### config.mk
export PLATFORM = sky130hd
export DESIGN_NAME = aai_seq
export DESIGN_NICKNAME = d
export VERILOG_FILES = /design/src/rtl/aai_pkg.sv /design/src/rtl/aai_datapath.sv /design/src/rtl/aai_control.sv /design/src/rtl/aai_seq.sv
export SDC_FILE = /design/constraint.sdc
export NUM_CORES = 1
export LEC_CHECK = 0
export ABC_AREA = 1
export BUFFER_PORTS_ARGS = -buffer_cell sky130_fd_sc_hd__buf_2
export CORE_MARGIN = 2
export CORE_UTILIZATION = 65
export CTS_BUF_LIST = sky130_fd_sc_hd__clkbuf_8
export DETAILED_ROUTE_END_ITERATION = 6
export HOLD_SLACK_MARGIN = 0.15
export PLACE_DENSITY = 0.89
export REMOVE_ABC_BUFFERS = 1
export SLEW_MARGIN = 20
export SYNTH_ARGS = -nofsm -noshare
export SYNTH_HDL_FRONTEND = slang
export SYNTH_SLANG_ARGS = --single-unit
### constraint.sdc
create_clock -name clk -period 10.8 [get_ports clk]
set_input_delay 1.08 -clock clk [delete_from_list [all_inputs] [get_ports clk]]
set_output_delay 1.08 -clock clk [all_outputs]
set_load 0.005 [all_outputs]
### src/rtl/aai_pkg.sv
package aai_pkg;
  localparam logic [7:0] OP_WREN  = 8'h06;
  localparam logic [7:0] OP_WRDI  = 8'h04;
  localparam logic [7:0] OP_AAI   = 8'hAD;
  localparam logic [7:0] OP_RDSR  = 8'h05;
  localparam logic [7:0] OP_RBON  = 8'h70;
  localparam logic [7:0] OP_RBOFF = 8'h80;

  localparam int FIRST_FRAME_BYTES = 6;
  localparam int NEXT_FRAME_BYTES  = 3;

  typedef struct packed {
    logic       frameEnd;
    logic       bitsIdle;
    logic [2:0] byteCnt;
    logic [7:0] opcode;
  } aaiFrame_t;

  typedef struct packed {
    logic startWord;
    logic nextWord;
  } aaiStrobe_t;
endpackage

### src/rtl/aai_datapath.sv
module aai_datapath
  import aai_pkg::*;
#(
  parameter int ADDR_W      = 24,
  parameter int PROG_CYCLES = 20
) (
  input  logic              clk,
  input  logic              rstN,
  input  logic              csN,
  input  logic              sckEn,
  input  logic              si,
  input  logic [ADDR_W-1:0] protBound,
  input  aaiStrobe_t        strobe,
  input  logic              welFlag,
  input  logic              aaiFlag,
  input  logic              rbEnable,
  output aaiFrame_t         frame,
  output logic              busy,
  output logic              so,
  output logic              soOe,
  output logic              progStart,
  output logic [ADDR_W-1:0] progAddr,
  output logic [15:0]       progData,
  output logic [1:0]        progByteEn
);
  localparam int CNT_W = $clog2(PROG_CYCLES + 1);
  localparam logic [CNT_W-1:0] CNT_LOAD = CNT_W'(PROG_CYCLES);
  localparam logic [ADDR_W-1:0] WORD_STEP = ADDR_W'(2);

  logic [2:0]        bitCnt;
  logic [7:0]        rxShift;
  logic [2:0]        byteCnt;
  logic [7:0]        opcode;
  logic [23:0]       addrIn;
  logic [15:0]       dataPair;
  logic              csPrev;
  logic              rdMode;
  logic [7:0]        txShift;
  logic [CNT_W-1:0]  busyCnt;
  logic [ADDR_W-1:0] addrReg;

  logic              byteDone;
  logic [7:0]        byteVal;
  logic [7:0]        statusByte;
  logic [ADDR_W-1:0] nextAddr;
  logic [1:0]        nextEn;
  logic              fire;

  assign byteDone   = sckEn && !csN && (bitCnt == 3'd7);
  assign byteVal    = {rxShift[6:0], si};
  assign busy       = (busyCnt != '0);
  assign statusByte = {1'b0, aaiFlag, 4'b0000, welFlag, busy};
  assign fire       = strobe.startWord || strobe.nextWord;

  assign frame.frameEnd = csN && !csPrev;
  assign frame.bitsIdle = (bitCnt == 3'd0);
  assign frame.byteCnt  = byteCnt;
  assign frame.opcode   = opcode;

  // serial receive: bit and byte counters, field capture
  always_ff @(posedge clk or negedge rstN) begin
    if (!rstN) begin
      bitCnt   <= '0;
      rxShift  <= '0;
      byteCnt  <= '0;
      opcode   <= '0;
      addrIn   <= '0;
      dataPair <= '0;
      csPrev   <= 1'b1;
    end else begin
      csPrev <= csN;
      if (csN) begin
        bitCnt  <= '0;
        byteCnt <= '0;
      end else if (sckEn) begin
        rxShift <= byteVal;
        bitCnt  <= bitCnt + 3'd1;
        if (byteDone) begin
          if (byteCnt != 3'd7) byteCnt <= byteCnt + 3'd1;
          if (byteCnt == 3'd0) opcode <= byteVal;
          if (byteCnt >= 3'd1 && byteCnt <= 3'd3) addrIn <= {addrIn[15:0], byteVal};
          dataPair <= {byteVal, dataPair[15:8]};
        end
      end
    end
  end

  // status response shifter
  always_ff @(posedge clk or negedge rstN) begin
    if (!rstN) begin
      rdMode  <= 1'b0;
      txShift <= '0;
    end else if (csN) begin
      rdMode <= 1'b0;
    end else if (byteDone && byteCnt == 3'd0 && byteVal == OP_RDSR) begin
      rdMode  <= 1'b1;
      txShift <= statusByte;
    end else if (rdMode && byteDone) begin
      txShift <= statusByte;
    end else if (rdMode && sckEn) begin
      txShift <= {txShift[6:0], 1'b0};
    end
  end

  always_comb begin
    so   = 1'b0;
    soOe = 1'b0;
    if (!csN && rdMode) begin
      so   = txShift[7];
      soOe = 1'b1;
    end else if (csN && rbEnable) begin
      so   = !busy;
      soOe = 1'b1;
    end
  end

  // word address and per-byte protection
  assign nextAddr = strobe.startWord ? {addrIn[ADDR_W-1:1], 1'b0} : (addrReg + WORD_STEP);

  for (genvar g = 0; g < 2; g++) begin : g_byteProt
    assign nextEn[g] = ((nextAddr + ADDR_W'(g)) < protBound);
  end

  always_ff @(posedge clk or negedge rstN) begin
    if (!rstN) begin
      addrReg    <= '0;
      busyCnt    <= '0;
      progStart  <= 1'b0;
      progAddr   <= '0;
      progData   <= '0;
      progByteEn <= '0;
    end else begin
      progStart <= fire;
      if (fire) begin
        addrReg    <= nextAddr;
        busyCnt    <= CNT_LOAD;
        progAddr   <= nextAddr;
        progData   <= dataPair;
        progByteEn <= nextEn;
      end else if (busy) begin
        busyCnt <= busyCnt - CNT_W'(1);
      end
    end
  end
endmodule

### src/rtl/aai_control.sv
module aai_control
  import aai_pkg::*;
(
  input  logic       clk,
  input  logic       rstN,
  input  aaiFrame_t  frame,
  input  logic       busy,
  output aaiStrobe_t strobe,
  output logic       welFlag,
  output logic       aaiFlag,
  output logic       rbEnable
);
  logic welNext, aaiNext, rbNext;
  logic oneByte, firstLen, nextLen, decodeNow;

  assign decodeNow = frame.frameEnd && frame.bitsIdle;
  assign oneByte   = (frame.byteCnt == 3'd1);
  assign firstLen  = (frame.byteCnt == 3'(FIRST_FRAME_BYTES));
  assign nextLen   = (frame.byteCnt == 3'(NEXT_FRAME_BYTES));

  always_comb begin
    strobe  = '0;
    welNext = welFlag;
    aaiNext = aaiFlag;
    rbNext  = rbEnable;
    if (decodeNow) begin
      if (aaiFlag) begin
        if (frame.opcode == OP_AAI && nextLen && !busy) begin
          strobe.nextWord = 1'b1;
        end else if (frame.opcode == OP_WRDI && oneByte) begin
          welNext = 1'b0;
          aaiNext = 1'b0;
        end
      end else begin
        case (frame.opcode)
          OP_WREN:  if (oneByte) welNext = 1'b1;
          OP_WRDI:  if (oneByte) welNext = 1'b0;
          OP_RBON:  if (oneByte) rbNext  = 1'b1;
          OP_RBOFF: if (oneByte) rbNext  = 1'b0;
          OP_AAI: begin
            if (firstLen && welFlag && !busy) begin
              strobe.startWord = 1'b1;
              aaiNext          = 1'b1;
            end
          end
          default: ;
        endcase
      end
    end
  end

  always_ff @(posedge clk or negedge rstN) begin
    if (!rstN) begin
      welFlag  <= 1'b0;
      aaiFlag  <= 1'b0;
      rbEnable <= 1'b0;
    end else begin
      welFlag  <= welNext;
      aaiFlag  <= aaiNext;
      rbEnable <= rbNext;
    end
  end
endmodule

### src/rtl/aai_seq.sv
module aai_seq
  import aai_pkg::*;
#(
  parameter int ADDR_W      = 24,
  parameter int PROG_CYCLES = 20
) (
  input  logic              clk,
  input  logic              rstN,
  input  logic              csN,
  input  logic              sckEn,
  input  logic              si,
  input  logic [ADDR_W-1:0] protBound,
  output logic              so,
  output logic              soOe,
  output logic              progStart,
  output logic [ADDR_W-1:0] progAddr,
  output logic [15:0]       progData,
  output logic [1:0]        progByteEn
);
  aaiFrame_t  frame;
  aaiStrobe_t strobe;
  logic       busy, welFlag, aaiFlag, rbEnable;

  aai_datapath #(.ADDR_W(ADDR_W), .PROG_CYCLES(PROG_CYCLES)) u_dp (
    .clk(clk), .rstN(rstN), .csN(csN), .sckEn(sckEn), .si(si),
    .protBound(protBound), .strobe(strobe), .welFlag(welFlag),
    .aaiFlag(aaiFlag), .rbEnable(rbEnable), .frame(frame), .busy(busy),
    .so(so), .soOe(soOe), .progStart(progStart), .progAddr(progAddr),
    .progData(progData), .progByteEn(progByteEn)
  );

  aai_control u_ctl (
    .clk(clk), .rstN(rstN), .frame(frame), .busy(busy), .strobe(strobe),
    .welFlag(welFlag), .aaiFlag(aaiFlag), .rbEnable(rbEnable)
  );
endmodule

# Word level (Yosys, flattened, before mapping)
# Index checks and enable logic that the tools add are counted.
# totals
ff_bits	122
mem_bits_rw	0
latch_bits	0
out_inout_bits	45
romBits	0
memories	0
input_bits	29
# classes
n_mul	0
n_mux	34
eq_ne	17
shift	0
div_mod_pow	0
addsub	5
magnitude_cmp	4
n_reduce_logical	39
bitwise_logic	2
# ops
cell	n
$lt 24x24->1	2
$add 24x1->24 const B	1
$add 24x2->24 const B	1
$eq 8x3->1 const B	3
$mux 24	1
$mux 8	3
$mux 1	19
$mux 3	6
$eq 8x8->1 const B	2
$logic_and 1x1->1	16
$reduce_bool 2->1	6
$mux 5	2
$eq 8x7->1 const B	1
$reduce_and 4->1	2
$add 3x1->3 const B	2
$eq 3x3->1 const B	2
$logic_not 3->1	2
$ne 3x1->1 const B	2
$reduce_and 3->1	2
$reduce_and 6->1	1
$reduce_bool 3->1	2
$reduce_and 5->1	1
$reduce_bool 5->1	1
$sub 5x1->5 const B	1
other kinds (13)	20

# Longest topological paths before layout
# depth
ltp_word	10
depth_mapped	27

# Hierarchy
# From an unflattened synthesis, not the netlist that was laid out.
# unflattened
cells_unflattened	1026
hier_area_um2	7661.1
# by_module_without_submodules
mod	n_inst	area_per_inst_um2	seq_area_each_um2	cells_each
aai_datapath	1	7290.7	2979.1	958
aai_control	1	370.4	75.1	68

# Least setup slack after synthesis
# OpenSTA, ideal clock, no wires.
# synth_timing
kind	input to register
start	input csN
end	register u_dp.progByteEn[1]
path_stages	22
required_ns	10.683
setup_time_ns	0.117
n_path_buf	1
arrival_ns	3.631
setup_slack_ns	7.052
cell_sequence	nand2_2 -> nor2_8 -> nand2_2 -> buf_2 -> o21ai_0 -> ha_1 -> nand3_1 -> nor2_1 -> nand2_1 -> nor2_2 -> nand3_1 -> nand2_1 -> nand2_1 -> ha_1 -> nand2_1 -> inv_1 -> nand3_1 -> nor3_1 -> and3_1 -> nand2_1 -> nand2_1 -> nand2_1
# synth_between
elab_chain_cells	6
word_cells_on_any_way	7
cone_classes	1 x add/sub; 1 x order compare; 2 x mux; 3 x reduce/logical
# synth_lines
element	line_no	text
start: declaration	aai_seq.sv:9	input logic csN,
$logic_and 1x1->1	aai_datapath.sv:55	assign frame.frameEnd = csN && !csPrev;
$logic_and 1x1->1	aai_control.sv:16	assign decodeNow = frame.frameEnd && frame.bitsIdle;
$mux 2	aai_control.sv:26	if (decodeNow) begin
$mux 24	aai_datapath.sv:118	assign nextAddr = strobe.startWord ? {addrIn[ADDR_W-1:1], 1'b0} : (addrReg + WORD_STEP);
net u_dp.nextAddr[1]	aai_datapath.sv:45	logic [ADDR_W-1:0] nextAddr;
$add 24x1->24	aai_datapath.sv:121	assign nextEn[g] = ((nextAddr + ADDR_W'(g)) < protBound);
$lt 24x24->1	aai_datapath.sv:121	
end signal: assignment	aai_datapath.sv:139	progByteEn <= nextEn;
end: declaration	aai_datapath.sv:24	output logic [1:0] progByteEn
# The timed path passes the listed nets, and every way through them passes these cells.
# A chain may end at the register's enable or synchronous reset.

# Final worst setup path
# layout_timing
start	register u_dp.byteCnt[0]
end	register u_dp.progByteEn[1]
# layout_between
elab_chain_cells	10
word_cells_on_any_way	16
cone_classes	1 x add/sub; 1 x order compare; 2 x eq/ne; 7 x mux; 5 x reduce/logical
# layout_lines
element	line_no	text
start: declaration	aai_datapath.sv:32	logic [2:0] byteCnt;
start signal: assignment	aai_datapath.sv:79	if (byteCnt != 3'd7) byteCnt <= byteCnt + 3'd1;
$eq 3x3->1	aai_control.sv:18	assign firstLen = (frame.byteCnt == 3'(FIRST_FRAME_BYTES));
$logic_and 1x1->1 (2 in series)	aai_control.sv:41	if (firstLen && welFlag && !busy) begin
$mux 1	aai_control.sv:41	
$mux 1	aai_control.sv:35	case (frame.opcode)
$mux 1	aai_control.sv:27	if (aaiFlag) begin
$mux 2	aai_control.sv:26	
$mux 24	aai_datapath.sv:118	
net u_dp.nextAddr[1]	aai_datapath.sv:45	
$add 24x1->24	aai_datapath.sv:121	
$lt 24x24->1	aai_datapath.sv:121	
# The timed path passes the listed nets, and every way through them passes these cells.

==> flow_summary.yaml <==
sta:
  rsz0062_at_grt: "false"
  setup_viol: 0
  max_freq_mhz: 229.1
  report.final.slew_viol_count: 0
  hold_viol: 0
  fin_crit_ns: 4.366
  fin_skew_ns: 0.01626
  worst_pin_slew_ns: 1.017
  setup_tns_ns: 0
  slew_headroom: 0.3195
  fin_crit_sh: 0.4042
detailed_routing:
  wl_per_cell_um: 15.32
  drt_iter0_drc: 571
  vias: 7258
  wl_um: 19460
  drt_first_pass_iters: 7
  postRouteAntennaNets: 0
  avgViaCountPerCell: 5.715
  drc_errors: 5
layout:
  final_core_util: 0.7496
  drive_gt1_frac: 0.1420
  area_growth_pct: 11.60
  nets: 1202
  stdcell_count: 1270
  antennaDiodeCount: 0
global_route:
  antenna_found_initial: 0
  grt_pass1_vias: 6940
  grt_max_degree: 76
  grt_usage: 0.3181
  grt_pass1_wl_um: 32390
  grt.overflow.total: 0
logic_synthesis:
  synthTopCellsByCount: "nand2_1 (312), inv_1 (136), dfrtp_1 (121), o21ai_0 (105), nor2_1 (83)"
  ys_seq_area_frac: 0.3949
  mappedNetlistArea_um2: 7735
  synth-seq-cells: 122
  yosys.area.top_type_share: 0.3915
  synthDistinctLibCells: 43
  synth_enable_flop_cells: 0
  async_flop_share: 1.000
  yosysWarnings: 0
  synth_most_common_cell: "nand2_1"
  ys.flop_type: "dfrtp_1"
  synth_cells: 1040
  synth_area_leaders: "dfrtp_1 (39%), nand2_1 (15%), ha_1 (9.5%)"
  syn_avg_cell_area_um2: 7.437
  yosysTopAreaCell: "dfrtp_1"
worst_setup_path:
  critical_path.top_delay_family: "simple AND/OR/NAND/NOR gates"
  r2r-start: "u_dp.byteCnt[0]"
  critPathMaxStageDelay_ns: 0.42
  setup.worst_path.end: "u_dp.progByteEn[1]"
  cp.depth: 25
  ff2ff_path_depth: 25
  critPathKind: "flip-flop to flip-flop"
  worst-path-buf-inv: 2
  worstPathMaxFanout: 24
  crit_path_start_kind: "flip-flop"
  reg2reg_to: "u_dp.progByteEn[1]"
  crit_top_cell: "nand2_1"
  cp.required_ns: 11.15
  worstPathArrival_ns: 4.72
  endpoint_kind: "flip-flop"
  crit_slowest_cell: "dfrtp_1"
  cp-startpoint: "u_dp.byteCnt[0]"
  r2r_slack_ns: 6.43
floorplanning:
  rows: 39
  fp.dieArea_um2: 12790
  start_util: 0.6717
  top_level_ports: 74
  die_x_um: 113.1
  core_area_um2: 11520
  die-height_um: 113.1
clock_tree:
  cts_setup_buffers: 0
  clock-sinks: 122
  clock_latency_ns: 0.45
  clock-root-buffer: "clkbuf_8"
  htreeDepth: 4
  holdBufCountCts: 0
  clk_pin_slew_ns: 0.08
  cts_tree: "done"
  clock_path_buffers: 2
  cts_resized: 0
  numCtsBuffers: 17
run_status:
  violations: "design-rule violations"
  status: "finished with violations"
power:
  power_density_nw_per_um2: 110.9
  irDropWorstVdd_v: 0.0001175
  power_leakage_uw: 0.004528
place:
  hpwl_um: 13760
  portBuffers: 73
  place.gp.congestion: 0.9512
  placedCellCount: 1238
hold_path:
  hold_class: "flip-flop to flip-flop"
run:
  drv_cap: 0
==> state kept, by name (all words and copies together) (netlist names) <==
register,flops
u_ctl.welFlag,1
u_dp.csPrev,1
u_ctl.aaiFlag,1
u_dp.dataPair,16
u_dp.progData,16
u_dp.progAddr,24
u_dp.addrIn,24
u_dp.progByteEn,2
u_dp.bitCnt,3
u_dp.byteCnt,3
u_dp.progStart,1
u_dp.txShift,8
u_ctl.rbEnable,1
u_dp.opcode,8
u_dp.rxShift,7
u_dp.busyCnt,5
u_dp.rdMode,1
==> layout by cell type (no fill, tap or decap), types with 3 or more instances in the layout <==
cell,count
dfrtp_1,121
a211oi_1,7
clkbuf_8,20
o21ai_1,5
nor3_1,10
nand2_2,14
nand3b_1,3
xor2_1,14
nor4_1,5
mux2_2,3
o21bai_1,7
clkinvlp_4,3
nand3_2,3
inv_6,4
nand3_1,39
nand4_1,15
a21oi_1,27
buf_2,72
inv_2,7
buf_4,3
nor2_1,83
inv_1,136
xnor2_1,4
nand2_1,312
ha_1,59
nor2_4,5
nor2_2,11
o21ai_0,105
==> kinds of logic (layout without fill, tap and decap cells) <==
| family | Yosys count | after routing | share of synthesized area |
|---|---|---|---|
| xor+xnor | 18 | 18 | 0.02038 |
| mux | 3 | 3 | 0.004367 |
| fa+ha+maj | 59 | 59 | 0.09544 |
| simple gates | 508 | 508 | 0.2847 |
| flops | 122 | 122 | 0.3949 |
| buf+inv | 163 | 250 | 0.08072 |
| compound gates | 167 | 167 | 0.1195 |
==> worst register-to-register path, delay by kind of cell (launching register included) <==
family	cells	cell delay [ns]
AO/OA/AOI/OAI	1	0.43
buffers and inverters	2	0.23
flip-flops	1	0.42
AND/OR/NAND/NOR	19	2.43
adder cells (fa/ha/maj)	3	0.73
==> where the power goes <==
part	switching (uW)	total, uW	internal, uW
combinational	40.1	59.0	18.9
sequential	7.40	472	465
clock	200	426	226
total	248	957	709
==> through the flow <==
step                worst slack [ns]  instance area [um^2]  hold slack, ns  power, uW
floorplan                      7.000                  7647          0.4457      511.2
global placement               6.396                  8215          0.4606      535.8
detailed placement             6.214                  8215          0.4708      538.1
CTS                            6.444                  8627          0.4912      957.1
global route                   5.898                  8632          0.5054      988.3
finish                         6.434                  8632          0.4861      956.9
==> worst min path at each step <==
stage	startpoint	end	cells past startpoint
2_1_floorplan	u_dp.addrIn[18]	u_dp.addrIn[18]	2
3_3_place_gp	u_dp.progData[6]	u_dp.progData[6]	2
3_5_place_dp	u_dp.progByteEn[0]	u_dp.progByteEn[0]	2
4_1_cts	u_dp.progByteEn[0]	u_dp.progByteEn[0]	2
5_1_grt	u_dp.progByteEn[0]	u_dp.progByteEn[0]	2
6_report	u_dp.progByteEn[0]	u_dp.progByteEn[0]	2
==> area by class of cell <==
type,count,area [um^2]
well taps,143,178.9
repair buffers,75,382.9
clock inverters,12,136.4
flip-flops and latches,122,3054
multi-input cells,755,4068
fillers,850,2884
inverters,143,536.8
clock buffers,20,275.3
==> routing by layer <==
metal	wire, um	vias up	share of wire	track usage
met4	889	0	0.046	0.1610
li1	-	3490	-	-
met3	1240	81	0.064	0.05196
met1	7806	3365	0.40	0.3975
met5	0	-	0	0
met2	9520	322	0.49	0.5369
No activity file was read; power rests on OpenSTA's default activity.
